===== src/rtl/i2cx_pkg.sv =====
package i2cx_pkg;
  typedef enum logic [2:0] {
    OP_START   = 3'd0,
    OP_STOP    = 3'd1,
    OP_WBIT    = 3'd2,
    OP_RBIT    = 3'd3,
    OP_RELEASE = 3'd4,
    OP_PULSE   = 3'd5
  } op_e;

  typedef enum logic [3:0] {
    K_START, K_WBYTE, K_ACK, K_RBYTE, K_NACK, K_STOP, K_RELEASE, K_PULSE, K_END
  } kind_e;

  typedef enum logic [1:0] {B_ADDR_W, B_ADDR_R, B_OFF, B_DATA} bsel_e;

  typedef struct packed {
    kind_e kind;
    bsel_e bsel;
  } step_t;

  typedef enum logic [2:0] {S_IDLE, S_XFER, S_CLEAR, S_BACKOFF, S_DONE} st_e;
endpackage


===== src/rtl/i2cx_prog.sv =====
module i2cx_prog
  import i2cx_pkg::*;
#(
  parameter int BYTE_BITS  = 8,
  parameter int CLR_PULSES = 9,
  parameter int IDX_W      = 4,
  parameter int LEN_W      = 4
) (
  input  logic             clear_mode_i,
  input  logic             rd_i,
  input  logic [IDX_W-1:0] idx_i,
  output step_t            step_o,
  output logic [LEN_W-1:0] len_o
);
  always_comb begin
    step_o = '{kind: K_END, bsel: B_ADDR_W};
    if (clear_mode_i) begin
      unique case (idx_i)
        IDX_W'(0): step_o.kind = K_START;
        IDX_W'(1): step_o.kind = K_RELEASE;
        IDX_W'(2): step_o.kind = K_PULSE;
        IDX_W'(3): step_o.kind = K_START;
        IDX_W'(4): step_o.kind = K_STOP;
        default:   step_o.kind = K_END;
      endcase
    end else if (rd_i) begin
      unique case (idx_i)
        IDX_W'(0):  step_o.kind = K_START;
        IDX_W'(1):  step_o = '{kind: K_WBYTE, bsel: B_ADDR_W};
        IDX_W'(2):  step_o.kind = K_ACK;
        IDX_W'(3):  step_o = '{kind: K_WBYTE, bsel: B_OFF};
        IDX_W'(4):  step_o.kind = K_ACK;
        IDX_W'(5):  step_o.kind = K_START;   // repeated start
        IDX_W'(6):  step_o = '{kind: K_WBYTE, bsel: B_ADDR_R};
        IDX_W'(7):  step_o.kind = K_ACK;
        IDX_W'(8):  step_o.kind = K_RBYTE;
        IDX_W'(9):  step_o.kind = K_NACK;
        IDX_W'(10): step_o.kind = K_STOP;
        default:    step_o.kind = K_END;
      endcase
    end else begin
      unique case (idx_i)
        IDX_W'(0): step_o.kind = K_START;
        IDX_W'(1): step_o = '{kind: K_WBYTE, bsel: B_ADDR_W};
        IDX_W'(2): step_o.kind = K_ACK;
        IDX_W'(3): step_o = '{kind: K_WBYTE, bsel: B_OFF};
        IDX_W'(4): step_o.kind = K_ACK;
        IDX_W'(5): step_o = '{kind: K_WBYTE, bsel: B_DATA};
        IDX_W'(6): step_o.kind = K_ACK;
        IDX_W'(7): step_o.kind = K_STOP;
        default:   step_o.kind = K_END;
      endcase
    end
  end

  // number of engine commands each step expands to
  always_comb begin
    unique case (step_o.kind)
      K_WBYTE: len_o = LEN_W'(BYTE_BITS + 1);  // bits plus line release
      K_RBYTE: len_o = LEN_W'(BYTE_BITS);
      K_PULSE: len_o = LEN_W'(CLR_PULSES);
      default: len_o = LEN_W'(1);
    endcase
  end
endmodule


===== src/rtl/i2cx_phase_ctr.sv =====
module i2cx_phase_ctr #(
  parameter int IDX_W = 4,
  parameter int LEN_W = 4
) (
  input  logic             clk_i,
  input  logic             rst_ni,
  input  logic             clr_i,
  input  logic             adv_i,
  input  logic [LEN_W-1:0] len_i,
  output logic [IDX_W-1:0] idx_o,
  output logic [LEN_W-1:0] cnt_o
);
  always_ff @(posedge clk_i or negedge rst_ni) begin
    if (!rst_ni) begin
      idx_o <= '0;
      cnt_o <= '0;
    end else if (clr_i) begin
      idx_o <= '0;
      cnt_o <= '0;
    end else if (adv_i) begin
      if (cnt_o == len_i - LEN_W'(1)) begin
        cnt_o <= '0;
        idx_o <= idx_o + IDX_W'(1);
      end else begin
        cnt_o <= cnt_o + LEN_W'(1);
      end
    end
  end

  p_cnt_in_len_r4: assert property (@(posedge clk_i) disable iff (!rst_ni)
    adv_i |-> cnt_o < len_i)
    else $error("p_cnt_in_len_r4");
endmodule


===== src/rtl/i2cx_backoff.sv =====
module i2cx_backoff #(
  parameter int CYCLES = 10_000_000
) (
  input  logic clk_i,
  input  logic rst_ni,
  input  logic run_i,
  output logic fire_o
);
  localparam int W = $clog2(CYCLES + 1);
  localparam logic [W-1:0] LAST = W'(CYCLES - 1);

  logic [W-1:0] cnt_q;

  always_ff @(posedge clk_i or negedge rst_ni) begin
    if (!rst_ni)     cnt_q <= '0;
    else if (!run_i) cnt_q <= '0;
    else             cnt_q <= cnt_q + W'(1);
  end

  assign fire_o = run_i && (cnt_q == LAST);

  p_backoff_bound_r6: assert property (@(posedge clk_i) disable iff (!rst_ni)
    run_i |-> cnt_q <= LAST)
    else $error("p_backoff_bound_r6");
endmodule


===== src/rtl/i2cx_xact.sv =====
module i2cx_xact
  import i2cx_pkg::*;
#(
  parameter int RD_TRIES       = 10,
  parameter int WR_TRIES       = 1,
  parameter int BACKOFF_CYCLES = 10_000_000,
  parameter int CLR_PULSES     = 9,
  localparam int MAX_TRIES     = (RD_TRIES > WR_TRIES) ? RD_TRIES : WR_TRIES,
  localparam int TRY_W         = $clog2(MAX_TRIES + 1)
) (
  input  logic             clk_i,
  input  logic             rst_ni,
  input  logic             req_i,
  input  logic             req_rd_i,
  input  logic [6:0]       dev_i,
  input  logic [7:0]       off_i,
  input  logic [7:0]       wdata_i,
  output logic             busy_o,
  output logic             done_o,
  output logic             ok_o,
  output logic [TRY_W-1:0] attempts_o,
  output logic [7:0]       rdata_o,
  output logic             bb_en_o,
  output logic             cmd_valid_o,
  output logic [2:0]       cmd_op_o,
  output logic             cmd_bit_o,
  input  logic             cmd_done_i,
  input  logic             cmd_err_i,
  input  logic             cmd_rbit_i
);
  localparam int BYTE_BITS = 8;
  localparam int IDX_W     = 4;
  localparam int MAX_LEN   = (CLR_PULSES > BYTE_BITS + 1) ? CLR_PULSES : BYTE_BITS + 1;
  localparam int LEN_W     = $clog2(MAX_LEN + 1);
  localparam logic [TRY_W-1:0] RD_LIM = TRY_W'(RD_TRIES);
  localparam logic [TRY_W-1:0] WR_LIM = TRY_W'(WR_TRIES);

  st_e              st_q;
  logic             rd_q, ok_q;
  logic [6:0]       dev_q;
  logic [7:0]       off_q, wd_q, rx_q, rdata_q;
  logic [TRY_W-1:0] tries_q;

  step_t            step;
  logic [LEN_W-1:0] len;
  logic [IDX_W-1:0] idx;
  logic [LEN_W-1:0] cnt;
  logic             run, cmd_adv, xfer_err, ph_clr, bk_fire;
  logic [7:0]       tx_byte;
  op_e              op;
  logic             obit;

  i2cx_prog #(
    .BYTE_BITS (BYTE_BITS),
    .CLR_PULSES(CLR_PULSES),
    .IDX_W     (IDX_W),
    .LEN_W     (LEN_W)
  ) u_prog (
    .clear_mode_i(st_q == S_CLEAR),
    .rd_i        (rd_q),
    .idx_i       (idx),
    .step_o      (step),
    .len_o       (len)
  );

  i2cx_phase_ctr #(
    .IDX_W(IDX_W),
    .LEN_W(LEN_W)
  ) u_phase (
    .clk_i (clk_i),
    .rst_ni(rst_ni),
    .clr_i (ph_clr),
    .adv_i (cmd_adv && !xfer_err),
    .len_i (len),
    .idx_o (idx),
    .cnt_o (cnt)
  );

  i2cx_backoff #(
    .CYCLES(BACKOFF_CYCLES)
  ) u_backoff (
    .clk_i (clk_i),
    .rst_ni(rst_ni),
    .run_i (st_q == S_BACKOFF),
    .fire_o(bk_fire)
  );

  always_comb begin
    unique case (step.bsel)
      B_ADDR_W: tx_byte = {dev_q, 1'b0};
      B_ADDR_R: tx_byte = {dev_q, 1'b1};
      B_OFF:    tx_byte = off_q;
      default:  tx_byte = wd_q;
    endcase
  end

  always_comb begin
    op   = OP_START;
    obit = 1'b0;
    unique case (step.kind)
      K_START:   op = OP_START;
      K_STOP:    op = OP_STOP;
      K_ACK,
      K_RBYTE:   op = OP_RBIT;
      K_NACK:    begin op = OP_WBIT; obit = 1'b1; end
      K_RELEASE: op = OP_RELEASE;
      K_PULSE:   op = OP_PULSE;
      K_WBYTE: begin
        if (cnt == LEN_W'(BYTE_BITS)) op = OP_RELEASE;
        else begin
          op   = OP_WBIT;
          obit = tx_byte[3'd7 - cnt[2:0]];  // MSB first
        end
      end
      default:   op = OP_START;
    endcase
  end

  assign run      = (st_q == S_XFER) || (st_q == S_CLEAR);
  assign cmd_valid_o = run && (step.kind != K_END);
  assign cmd_op_o  = op;
  assign cmd_bit_o = obit;
  assign cmd_adv  = cmd_valid_o && cmd_done_i;
  assign xfer_err = (st_q == S_XFER) && cmd_adv &&
                    (cmd_err_i || ((step.kind == K_ACK) && cmd_rbit_i));
  assign ph_clr   = !run || xfer_err || ((st_q == S_CLEAR) && (step.kind == K_END));

  always_ff @(posedge clk_i or negedge rst_ni) begin
    if (!rst_ni) begin
      st_q    <= S_IDLE;
      rd_q    <= 1'b0;
      ok_q    <= 1'b0;
      dev_q   <= '0;
      off_q   <= '0;
      wd_q    <= '0;
      rx_q    <= '0;
      rdata_q <= '0;
      tries_q <= '0;
    end else begin
      unique case (st_q)
        S_IDLE: if (req_i) begin
          rd_q    <= req_rd_i;
          dev_q   <= dev_i;
          off_q   <= off_i;
          wd_q    <= wdata_i;
          ok_q    <= 1'b0;
          tries_q <= TRY_W'(1);
          if (req_rd_i) rdata_q <= '0;
          st_q    <= S_XFER;
        end
        S_XFER: begin
          if (cmd_adv && step.kind == K_RBYTE) rx_q <= {rx_q[6:0], cmd_rbit_i};
          if (xfer_err) st_q <= S_CLEAR;
          else if (step.kind == K_END) begin
            ok_q <= 1'b1;
            if (rd_q) rdata_q <= rx_q;
            st_q <= S_DONE;
          end
        end
        S_CLEAR: if (step.kind == K_END) begin
          if (tries_q < (rd_q ? RD_LIM : WR_LIM)) st_q <= S_BACKOFF;
          else begin
            ok_q <= 1'b0;
            st_q <= S_DONE;
          end
        end
        S_BACKOFF: if (bk_fire) begin
          tries_q <= tries_q + TRY_W'(1);
          st_q    <= S_XFER;
        end
        S_DONE:  st_q <= S_IDLE;
        default: st_q <= S_IDLE;
      endcase
    end
  end

  assign busy_o     = (st_q != S_IDLE);
  assign bb_en_o    = run || (st_q == S_BACKOFF);
  assign done_o     = (st_q == S_DONE);
  assign ok_o       = ok_q;
  assign attempts_o = tries_q;
  assign rdata_o    = rdata_q;

  p_cmd_hold_r2: assert property (@(posedge clk_i) disable iff (!rst_ni)
    cmd_valid_o && !cmd_done_i |=> cmd_valid_o && $stable(cmd_op_o) && $stable(cmd_bit_o))
    else $error("p_cmd_hold_r2");

  p_try_bound_r7: assert property (@(posedge clk_i) disable iff (!rst_ni)
    done_o |-> (attempts_o != '0) && (attempts_o <= (rd_q ? RD_LIM : WR_LIM)))
    else $error("p_try_bound_r7");

  p_done_pulse_r8: assert property (@(posedge clk_i) disable iff (!rst_ni)
    done_o |=> !done_o && !cmd_valid_o)
    else $error("p_done_pulse_r8");

  p_rdata_clr_r9: assert property (@(posedge clk_i) disable iff (!rst_ni)
    !busy_o && req_i && req_rd_i |=> rdata_o == '0)
    else $error("p_rdata_clr_r9");

  p_req_ignored_r10: assert property (@(posedge clk_i) disable iff (!rst_ni)
    busy_o && !done_o |=> busy_o)
    else $error("p_req_ignored_r10");
endmodule


===== config.mk =====
export PLATFORM = sky130hd
export DESIGN_NAME = i2cx_xact
export DESIGN_NICKNAME = d
export VERILOG_FILES = /design/src/rtl/i2cx_pkg.sv /design/src/rtl/i2cx_prog.sv /design/src/rtl/i2cx_phase_ctr.sv /design/src/rtl/i2cx_backoff.sv /design/src/rtl/i2cx_xact.sv
export SDC_FILE = /design/constraint.sdc
export NUM_CORES = 1
export LEC_CHECK = 0
export BUFFER_PORTS_ARGS = -buffer_cell sky130_fd_sc_hd__buf_2
export CAP_MARGIN = 30
export CORE_MARGIN = 4
export CORE_UTILIZATION = 45
export CTS_CLUSTER_SIZE = 30
export DETAILED_ROUTE_END_ITERATION = 6
export PLACE_DENSITY = 0.64
export SLEW_MARGIN = 25
export SYNTH_ARGS = -nofsm -noshare
export SYNTH_HDL_FRONTEND = slang
export SYNTH_HIERARCHICAL = 1
export SYNTH_SLANG_ARGS = --single-unit
export TNS_END_PERCENT = 20

===== constraint.sdc =====
create_clock -name clk_i -period 9.6 [get_ports clk_i]
set_clock_uncertainty 0.2 [all_clocks]
set_input_delay 1.92 -clock clk_i [delete_from_list [all_inputs] [get_ports clk_i]]
set_output_delay 1.92 -clock clk_i [all_outputs]
set_load 0.01 [all_outputs]

==> impl_metrics.tcl, run 1 <==
set metrics [dict create \
    hpwl_um 6854 \
    vias 3439 \
    drtIter0Drc 245 \
    grt_overflow 0 \
    rsz0062_at_grt "false" \
    initial_core_util_pct 46.58 \
    synth-edff-count 0 \
    via_per_inst 5.416 \
    rr_worst_depth 13 \
    p_per_area_nw_per_um2 210.2 \
    drc_errors 0 \
    yosysTopAreaCellShare_pct 43.57 \
    rows 36 \
    worstSetupPathType "reg2out" \
    worstPathArrival_ns 3.81 \
    fillers 913 \
    synth_cell_type_count 70 \
    seq_area_frac_synth_pct 43.57 \
    timing.hold.ws_ns 0.2792 \
    max-slew-margin-rel_pct 48.05 \
    vdd.ir_drop.worst_v 0.0001265 \
    cts_tree "done" \
    use_met3_pct 4.381 \
    synth_top_area_cell "dfrtp_1" \
    grt_max_degree 50 \
    clk_path_buf_depth 2 \
    ys.flop_type "dfrtp_1" \
    holdPathEnd "u_backoff/cnt_q[0]" \
    cts-hold-fix-buffers 0 \
    busiest_layer "met2" \
    clkTransAtPathRegs_ns 0.08 \
    coreArea_sq_um 9864 \
    gp_congestion 0.7938 \
    ant_nets 0 \
    yosysWarnings 6 \
    synthCells 454 \
    cp-end-kind "output pin" \
    antenna_found_initial 0 \
    io_buffer_count 50 \
    status "completed" \
    cts_setup_buffers 0 \
    h-tree-depth 3 \
    die_y_um 109.0 \
    io_pins 51 \
    finalHoldViolCount 0 \
    crit_fanout 17 \
    cts.repair.resized 0 \
    regArea_sq_um 2002 \
    diodes 0 \
    async_flop_share_pct 100.0 \
    grt_first_pass_wirelength_um 16350 \
    fmax_mhz 168.5 \
    setup_viol 0 \
    tns_ns 0 \
    worstMarginPinSlew_ns 0.7793 \
    synth-seq-cells 80 \
    stdcell_count 635 \
    dieArea_sq_um 11890 \
    met2_usage_pct 28.16 \
    stdcell_area_sq_um 5126 \
    final_common_cell "dfrtp_1" \
    cts-buffers-inserted 9 \
    drive_gt1_share_pct 24.50 \
    start_kind "flop" \
    hp-class "reg2reg" \
    fin_crit_ns 5.933 \
    syn_avg_cell_area_sq_um 10.12 \
    wl_per_cell_um 14.93 \
    die_w_um 109.0 \
    reg2reg_from "st_q[0]" \
    reg2reg_slack_ns 4.96 \
    layout_common_cells "80 x dfrtp_1, 49 x buf_2, 39 x nand2_1, 31 x nor2_1, 31 x mux2_2" \
    totalWireLength_um 9482 \
    dp.cells 620 \
    dr.pass1.iters 4 \
    grt.total_usage_pct 17.26 \
    cts.sinks 80 \
    crit_required_ns 7.48 \
    drv_cap 0 \
    synth_area_sq_um 4594 \
    multiInputGateArea_sq_um 2356 \
    area_growth_pct 11.57 \
    grtUsageMet1_pct 23.08 \
    cts_root_buf "clkbuf_8" \
    synthTopCellsByArea "dfrtp_1 44%, mux2_2 7.6%, mux2i_1 3.9%, nand2_1 3.2%, a21oi_1 2.6%" \
    clock_latency_ns 0.35 \
    period_share_pct 61.80 \
    holdPathStages 1 \
    hp-start "u_backoff/cnt_q[0]" \
    rr_endpoint "u_phase/idx_o[3]" \
    leakagePower_nw 2.183 \
    slew_violations 0 \
    grt_pass1_vias 3359 \
    dpl_cell_area_sq_um 4932 \
    nets 535 \
]
-- registers in the layout, summed over array words and instances, names as in the netlist --
register and cells:
rx_q 8, st_q 3, u_phase/idx_o 4, rdata_o 8, u_phase/cnt_o 4, ok_o 1, off_q 8, attempts_o 4
rd_q 1, wd_q 8, dev_q 7, u_backoff/cnt_q 24
-- metal layers --
layer	part of all wire [%]	vias to the layer above
met3	4.2	7
li1	-	1703
met5	0	-
met2	48	64
met4	0.88	0
met1	47	1665
-- critical path: stages (launching register included) --
cell	delay (ns)
dfrtp_1	0.47
or3b_2	0.53
inv_1	0.36
nor3b_1	0.34
a31oi_1	0.10
o311ai_2	0.59
nor4b_1	0.43
nor3_1	0.10
o211a_1	0.12
a211oi_1	0.24
buf_2	0.19
-- through the flow --
stage                     power (mW)  worst slack, ns  utilization (%)
after floorplan               0.7479            4.828                -
after global placement        0.8299            3.950            49.72
after detailed placement      0.8446            3.785            50.00
after CTS                      1.093            3.384            51.89
after global routing           1.157            3.358            51.97
final                          1.077            3.667            51.97
-- logic make-up (layout without fill, tap and decap cells) --
group,count (synthesis),count (layout),share of synthesized area (%)
AO/OA/AOI/OAI,71,71,10.24
other,1,2,0.08162
AND/OR/NAND/NOR,170,170,20.97
buffers and inverters,51,98,5.446
flip-flops,80,80,43.57
adder cells (fa/ha/maj),7,7,1.906
XOR/XNOR,20,20,4.466
multiplexers,54,54,13.32
-- where the power goes --
group	internal (mW)	leakage, nW	switching [mW]
clock network	0.125	0.0989	0.117
logic	0.167	1.03	0.202
registers	0.404	1.06	0.0624
-- layout make-up --
type                       instances  share of cell area [%]
timing repair buffer              55                   6.053
tap                              133                   3.246
clock inverter                     4                  0.8787
multi-input combinational        324                   45.96
clock buffer                      11                   2.758
sequential                        80                   39.05
inverter                          28                   2.050
-- synth_stat cells, types with 11 or more instances --
library cell	n
nor2_1	32
dfrtp_1	80
a21oi_1	24
nor3_1	11
mux2_2	31
nand2_1	39
or3_1	11
mux2i_1	18
o21ai_0	14
nand3_1	11
inv_1	28
xor2_1	11
-- worst max path at each step --
stage,cells past startpoint,slack (ns),endpoint,startpoint
after detailed placement,10,3.78,cmd_bit_o,st_q[0]
after global placement,10,3.95,cmd_bit_o,st_q[0]
after floorplan,11,4.83,cmd_bit_o,st_q[0]
after global routing,10,3.36,cmd_bit_o,st_q[1]
after CTS,10,3.38,cmd_bit_o,st_q[0]
final,10,3.67,cmd_bit_o,st_q[0]
Note: power is estimated with default switching activity, not from simulation.
==> inputs of run 2 (changes only) <==
--- a/config.mk
+++ b/config.mk
@@ -5,13 +5,14 @@
 export SDC_FILE = /design/constraint.sdc
 export NUM_CORES = 1
 export LEC_CHECK = 0
+export ABC_AREA = 1
 export BUFFER_PORTS_ARGS = -buffer_cell sky130_fd_sc_hd__buf_2
 export CAP_MARGIN = 30
 export CORE_MARGIN = 4
 export CORE_UTILIZATION = 45
 export CTS_CLUSTER_SIZE = 30
 export DETAILED_ROUTE_END_ITERATION = 6
-export PLACE_DENSITY = 0.64
+export PLACE_DENSITY = 0.66
 export SLEW_MARGIN = 25
 export SYNTH_ARGS = -nofsm -noshare
 export SYNTH_HDL_FRONTEND = slang
==> constraint.sdc (replaced) <==
create_clock -name clk_i -period 5.2 [get_ports clk_i]
set_clock_uncertainty 0.2 [all_clocks]
set_input_delay 1.04 -clock clk_i [delete_from_list [all_inputs] [get_ports clk_i]]
set_output_delay 1.04 -clock clk_i [all_outputs]
set_load 0.01 [all_outputs]
==> run 2 against run 1 <==
Effect of this change: non-clock buffer count fell by 4; register-to-register slack lost 3.3 ns; global-route usage grew 0.77 points; largest power group is now combinational logic; final cell count rose by 33%.
==> impl_metrics.tcl, run 2 <==
set metrics [dict create \
    grtUsageMet1_pct 24.04 \
    tns_ns 0 \
    synth-edff-count 0 \
    stdcell_count 842 \
    coreArea_sq_um 10420 \
    io_pins 51 \
    layout_common_cells "222 x nand2_1, 80 x dfrtp_1, 67 x nor2_1, 66 x inv_1, 49 x buf_2" \
    async_flop_share_pct 100.0 \
    timing.final.ws_setup_ns 0.9741 \
    die_w_um 111.9 \
    yosysTopAreaCellShare_pct 41.23 \
    p_per_area_nw_per_um2 421.4 \
    path_cells "nor2_1 -> nand2_1 -> a21oi_1 -> inv_2 -> nor2_1 -> nand2_1 -> o211ai_1 -> nand3_1 -> nand2_1 -> nand3_1 -> nand2_1 -> buf_2" \
    cp_slowest_cell "a21oi_1" \
    path_delay_family "simple AND/OR/NAND/NOR gates" \
    worstPathArrival_ns 2.99 \
    wl_per_cell_um 12.61 \
    synthCells 654 \
    cts_tree "done" \
    synth-seq-cells 80 \
    slowest_delay_ns 0.68 \
    drc_errors 0 \
    via_per_inst 4.948 \
    hp-start "u_backoff/cnt_q[0]" \
    max-slew-margin-rel_pct 43.86 \
    totalWireLength_um 10610 \
    worstMarginPinSlew_ns 0.8420 \
    setup_viol 0 \
    holdPathStages 1 \
    fmax_mhz 236.6 \
    drive_gt1_share_pct 18.84 \
    vdd.ir_drop.worst_v 0.0001729 \
    fillers 1022 \
    pre_cts_ws_ns 1.422 \
    die_y_um 111.9 \
    rr_worst_depth 15 \
    busiest_layer "met2" \
    reg2reg_slack_ns 1.70 \
    cp-end-kind "output pin" \
    h-tree-depth 3 \
    gp_congestion 0.9299 \
    finalHoldViolCount 0 \
    diodes 0 \
    regMostFlops "u_backoff/cnt_q" \
    met2_usage_pct 29.30 \
    synth.top_cells.by_count "222 x nand2_1, 80 x dfrtp_1, 67 x nor2_1" \
    grt_pass1_vias 4137 \
    crit_fanout 10 \
    crit_required_ns 3.96 \
    cts_root_buf "clkbuf_8" \
    cts-hold-fix-buffers 0 \
    crit_top_cell "nand2_1" \
    final_common_cell "nand2_1" \
    grt_max_degree 49 \
    synth_top_area_cell "dfrtp_1" \
    dieArea_sq_um 12520 \
    grt_first_pass_wirelength_um 18770 \
    cts.repair.resized 0 \
    cts.sinks 80 \
    synthTopCellsByArea "dfrtp_1 41%, nand2_1 17%, nor2_1 5.2%, inv_1 5.1%, nand3_1 4.8%" \
    yosysMostFrequentCell "nand2_1" \
    slew_violations 0 \
    p_total_mw 2.280 \
    rr_endpoint "u_phase/cnt_o[2]" \
    rows 37 \
    drtIter0Drc 228 \
    timing.hold.ws_ns 0.2660 \
    largest_reg_flops 24 \
    clock_latency_ns 0.36 \
    leakagePower_nw 2.709 \
    dp.cells 827 \
    hpwl_um 8031 \
    nets 739 \
    crit_buf_inv 2 \
    drv_cap 0 \
    fin_crit_ns 4.226 \
    ys.flop_type "dfrtp_1" \
    vias 4166 \
    clkTransAtPathRegs_ns 0.08 \
    rsz0062_at_grt "false" \
    dr.pass1.iters 5 \
    regArea_sq_um 2002 \
    cts_setup_buffers 0 \
    startpoint "u_phase/idx_o[3]" \
    start_kind "flop" \
    ant_nets 0 \
    clk_path_buf_depth 2 \
    synth_area_sq_um 4856 \
    status "completed" \
    worstSetupPathType "reg2out" \
    path_depth 12 \
    reg2reg_from "st_q[2]" \
    holdPathEnd "u_backoff/cnt_q[0]" \
    antenna_found_initial 0 \
    use_met3_pct 2.826 \
    yosysWarnings 6 \
    synth_cell_type_count 41 \
    grt_overflow 0 \
    initial_core_util_pct 46.62 \
    multiInputGateArea_sq_um 2477 \
    io_buffer_count 50 \
    grt.total_usage_pct 18.03 \
    cts-buffers-inserted 9 \
    seq_area_frac_synth_pct 41.23 \
    hp-class "reg2reg" \
    area_growth_pct 11.41 \
    syn_avg_cell_area_sq_um 7.425 \
    period_share_pct 81.27 \
]
==> run 2: changes by cell type after synthesis, moves of 9 or more <==
cell	change
mux2i_1	-17
o21ai_2	+17
nand2_1	+183
nand3_1	+36
mux2_2	-31
nor2_1	+35
or3_1	-11
nor2_2	+9
inv_1	+38
nand2_2	+14
==> run 2: logic make-up after synthesis <==
group	after synthesis	synth area share (%)
AND/OR/NAND/NOR	396	37.65
buffers and inverters	87	7.833
flip-flops	80	41.23
AO/OA/AOI/OAI	72	9.405
XOR/XNOR	10	1.804
adder cells (fa/ha/maj)	7	1.804
other	1	0.07723
multiplexers	1	0.2061
==> run 2: area by class of cell <==
class / instances / area share, %
inverter: 72 / 4.995
clock buffer: 10 / 2.359
clock inverter: 5 / 1.526
timing repair buffer: 51 / 5.180
tap: 136 / 3.145
multi-input combinational: 488 / 45.79
sequential: 80 / 37.00
==> run 2: metrics by stage <==
stage               cell area [sq um]  utilization (%)
global placement                 5172            49.66
CTS                              5410            51.94
floorplan                        4860                -
finish                           5410            51.94
detailed placement               5200            49.92
global route                     5410            51.94
==> run 2: how the worst max path moves through the flow <==
stage / to
4_1_cts: cmd_bit_o
3_5_place_dp: cmd_bit_o
6_report: cmd_bit_o
5_1_grt: cmd_bit_o
3_3_place_gp: cmd_bit_o
2_1_floorplan: cmd_op_o[1]
==> run 2: layer usage <==
layer,vias up,wire [um]
li1,2154,-
met1,1899,5007
met2,93,4919
met3,20,462
met4,0,225
met5,-,0
==> run 2: where the power goes <==
| group | internal, mW | total (mW) | switching [mW] | leakage, nW |
|---|---|---|---|---|
| clock network | 0.269 | 0.496 | 0.227 | 0.106 |
| registers | 0.737 | 0.840 | 0.104 | 1.07 |
| logic | 0.296 | 0.944 | 0.648 | 1.53 |
==> inputs of run 3 (changes only) <==
--- a/config.mk
+++ b/config.mk
@@ -5,7 +5,7 @@
 export SDC_FILE = /design/constraint.sdc
 export NUM_CORES = 1
 export LEC_CHECK = 0
-export ABC_AREA = 1
+export ABC_AREA = 0
 export BUFFER_PORTS_ARGS = -buffer_cell sky130_fd_sc_hd__buf_2
 export CAP_MARGIN = 30
 export CORE_MARGIN = 4
==> constraint.sdc (replaced) <==
create_clock -name clk_i -period 3.8 [get_ports clk_i]
set_clock_uncertainty 0.2 [all_clocks]
set_input_delay 0.76 -clock clk_i [delete_from_list [all_inputs] [get_ports clk_i]]
set_output_delay 0.76 -clock clk_i [all_outputs]
set_load 0.01 [all_outputs]
==> run 3 against run 2 <==
Effect of this change: the run now ends with negative setup slack left; highest routed layer unchanged; sequential power rose by 36%; global-route usage rose by 0.35 points; cell area rose by 0.65%; setup slack got worse by 1.0 ns; die area fell by 5.0%; first-iteration DRC count fell by 4.4%; critical path type unchanged; sequential share of layout area fell by 0.22 points; register-to-register slack got worse by 1.7 ns; power rose by 27%.
==> impl_metrics.tcl, run 3 (synthesized netlist as in run 1, its figures left out) <==
set metrics [dict create \
    largest_reg_flops 24 \
    seqPwrFrac_pct 39.5 \
    die_y_um 109.0 \
    dpl_cell_area_sq_um 5075 \
    hp-class "in2async" \
    fin_crit_ns 3.856 \
    rr_worst_depth 15 \
    dieArea_sq_um 11890 \
    cts.sinks 80 \
    ant_nets 0 \
    grt_max_degree 49 \
    grt_overflow 0 \
    internal_power_mw 1.860 \
    reg2reg_slack_ns 0.02 \
    worstMarginPinSlew_ns 0.6875 \
    start_kind "flop" \
    clkTransAtPathRegs_ns 0.09 \
    worstSetupPathType "reg2out" \
    setup_viol 1 \
    wl_per_cell_um 15.41 \
    grt.total_usage_pct 18.38 \
    drtIter0Drc 218 \
    clk_path_buf_depth 2 \
    io_buffer_count 50 \
    p_per_area_nw_per_um2 531.0 \
    reg2reg_from "st_q[2]" \
    leakagePower_nw 2.332 \
    status "finished, violations left" \
    stdcell_count 662 \
    vias 3616 \
    h-tree-depth 3 \
    drc_errors 0 \
    gp_congestion 0.8125 \
    clock_latency_ns 0.35 \
    grt_first_pass_wirelength_um 17360 \
    vdd.ir_drop.worst_v 0.0002534 \
    nets 561 \
    cts_root_buf "clkbuf_8" \
    crit_fanout 8 \
    io_pins 51 \
    timing.hold.ws_ns 0.1466 \
    tns_ns -0.05599 \
    via_per_inst 5.462 \
    totalWireLength_um 10200 \
    combPwrFrac_pct 39.3 \
    p_clk_share_pct 21.2 \
    final_common_cell "dfrtp_1" \
    antenna_found_initial 0 \
    coreArea_sq_um 9864 \
    cp-end-kind "output pin" \
    cts-buffers-inserted 9 \
    switching_power_mw 1.031 \
    switching_share_pct 35.67 \
    max-slew-margin-rel_pct 54.11 \
    dp.cells 637 \
    rsz0062_at_grt "true" \
    hpwl_um 7310 \
    timing.final.ws_setup_ns -0.05599 \
    regMostFlops "u_backoff/cnt_q" \
    diodes 0 \
    initial_core_util_pct 46.58 \
    period_share_pct 101.5 \
    finalHoldViolCount 0 \
    rr_endpoint "u_phase/idx_o[3]" \
    drv_cap 0 \
    rows 36 \
    crit_required_ns 2.84 \
    stdcell_area_sq_um 5445 \
    layout_common_cells "79 x dfrtp_1, 49 x buf_2, 37 x nand2_1, 31 x mux2_2, 30 x nor2_1" \
    violations "negative setup slack" \
    die_w_um 109.0 \
    cts_tree "done" \
    worstPathArrival_ns 2.90 \
    slew_violations 0 \
    dr.pass1.iters 5 \
    area_growth_pct 18.52 \
    grt_pass1_vias 3656 \
    fmax_mhz 259.3 \
    drive_gt1_share_pct 32.33 \
]
## run 3: changes by cell type in the layout (fill, tap and decap cells not counted), moves of 10 or more
cell	delta
nand2_2	-13
nand3_1	-37
buf_4	+28
nand2_1	-185
mux2_2	+31
mux2i_1	+17
nor2_1	-37
o21ai_2	-17
inv_1	-40
or3_1	+10
## run 3: worst max-delay path, stage by stage, from the launching register on
cell	delay, ns
dfrtp_1	0.38
or3b_4	0.42
inv_4	0.09
buf_6	0.12
and4bb_2	0.26
nand2_2	0.08
o311ai_2	0.10
buf_4	0.18
nor2_2	0.09
mux2i_1	0.07
or3_4	0.35
a211oi_2	0.23
buf_2	0.17
## run 3: cell type report
| type | instances | area [sq um] |
|---|---|---|
| repair buffers | 81 | 513.0 |
| multi-input cells | 324 | 2467 |
| clock inverters | 6 | 60.06 |
| fillers | 843 | 4419 |
| inverters | 28 | 107.6 |
| flip-flops and latches | 80 | 2003 |
| well taps | 133 | 166.4 |
| clock buffers | 10 | 127.6 |
## run 3: metal layers
| metal | routed length (um) | vias up | track usage [%] | share of wire, % |
|---|---|---|---|---|
| met5 | 0 | - | 0 | 0 |
| met4 | 181 | 0 | 7.574 | 1.8 |
| met3 | 400 | 18 | 3.375 | 3.9 |
| met2 | 5009 | 78 | 30.18 | 49 |
| met1 | 4612 | 1759 | 23.89 | 45 |
| li1 | - | 1761 | - | - |
## run 3: repair_timing
action	4_1_cts	5_1_grt
hold buffers	0	0
gates cloned	0	0
resized for setup	15	10
pin swaps	9	5
endpoints found under the setup margin	3	9
setup buffers	8	1
## run 3: power by group through the flow
stage / Combinational (mW) / Sequential [mW] / Clock [mW]
after floorplan: 0.786 / 1.12 / 0
after global placement: 1.02 / 1.15 / 0
after detailed placement: 1.05 / 1.16 / 0
after CTS: 1.12 / 1.14 / 0.633
after global routing: 1.25 / 1.17 / 0.670
final: 1.14 / 1.14 / 0.614
## run 3: how the worst max path moves through the flow
| stage | from | to | slack [ns] | cells after the start |
|---|---|---|---|---|
| after floorplan | st_q[0] | u_phase/idx_o[3] | 0.00002 | 14 |
| after global placement | st_q[2] | cmd_bit_o | 0.09 | 12 |
| after detailed placement | st_q[2] | cmd_bit_o | -0.03 | 12 |
| after CTS | st_q[0] | cmd_bit_o | -0.09 | 12 |
| after global routing | st_q[2] | cmd_bit_o | -0.20 | 12 |
| final | st_q[2] | cmd_bit_o | -0.06 | 12 |
## run 3: stage by stage
step | utilization, % | setup WS, ns | total power, mW
3_3_place_gp | 51.17 | 0.08856 | 2.176
4_1_cts | 54.73 | -0.09151 | 2.895
6_report | 55.20 | -0.05599 | 2.891
5_1_grt | 55.20 | -0.1955 | 3.089
2_1_floorplan | - | 0.00002442 | 1.906
3_5_place_dp | 51.45 | -0.03217 | 2.217
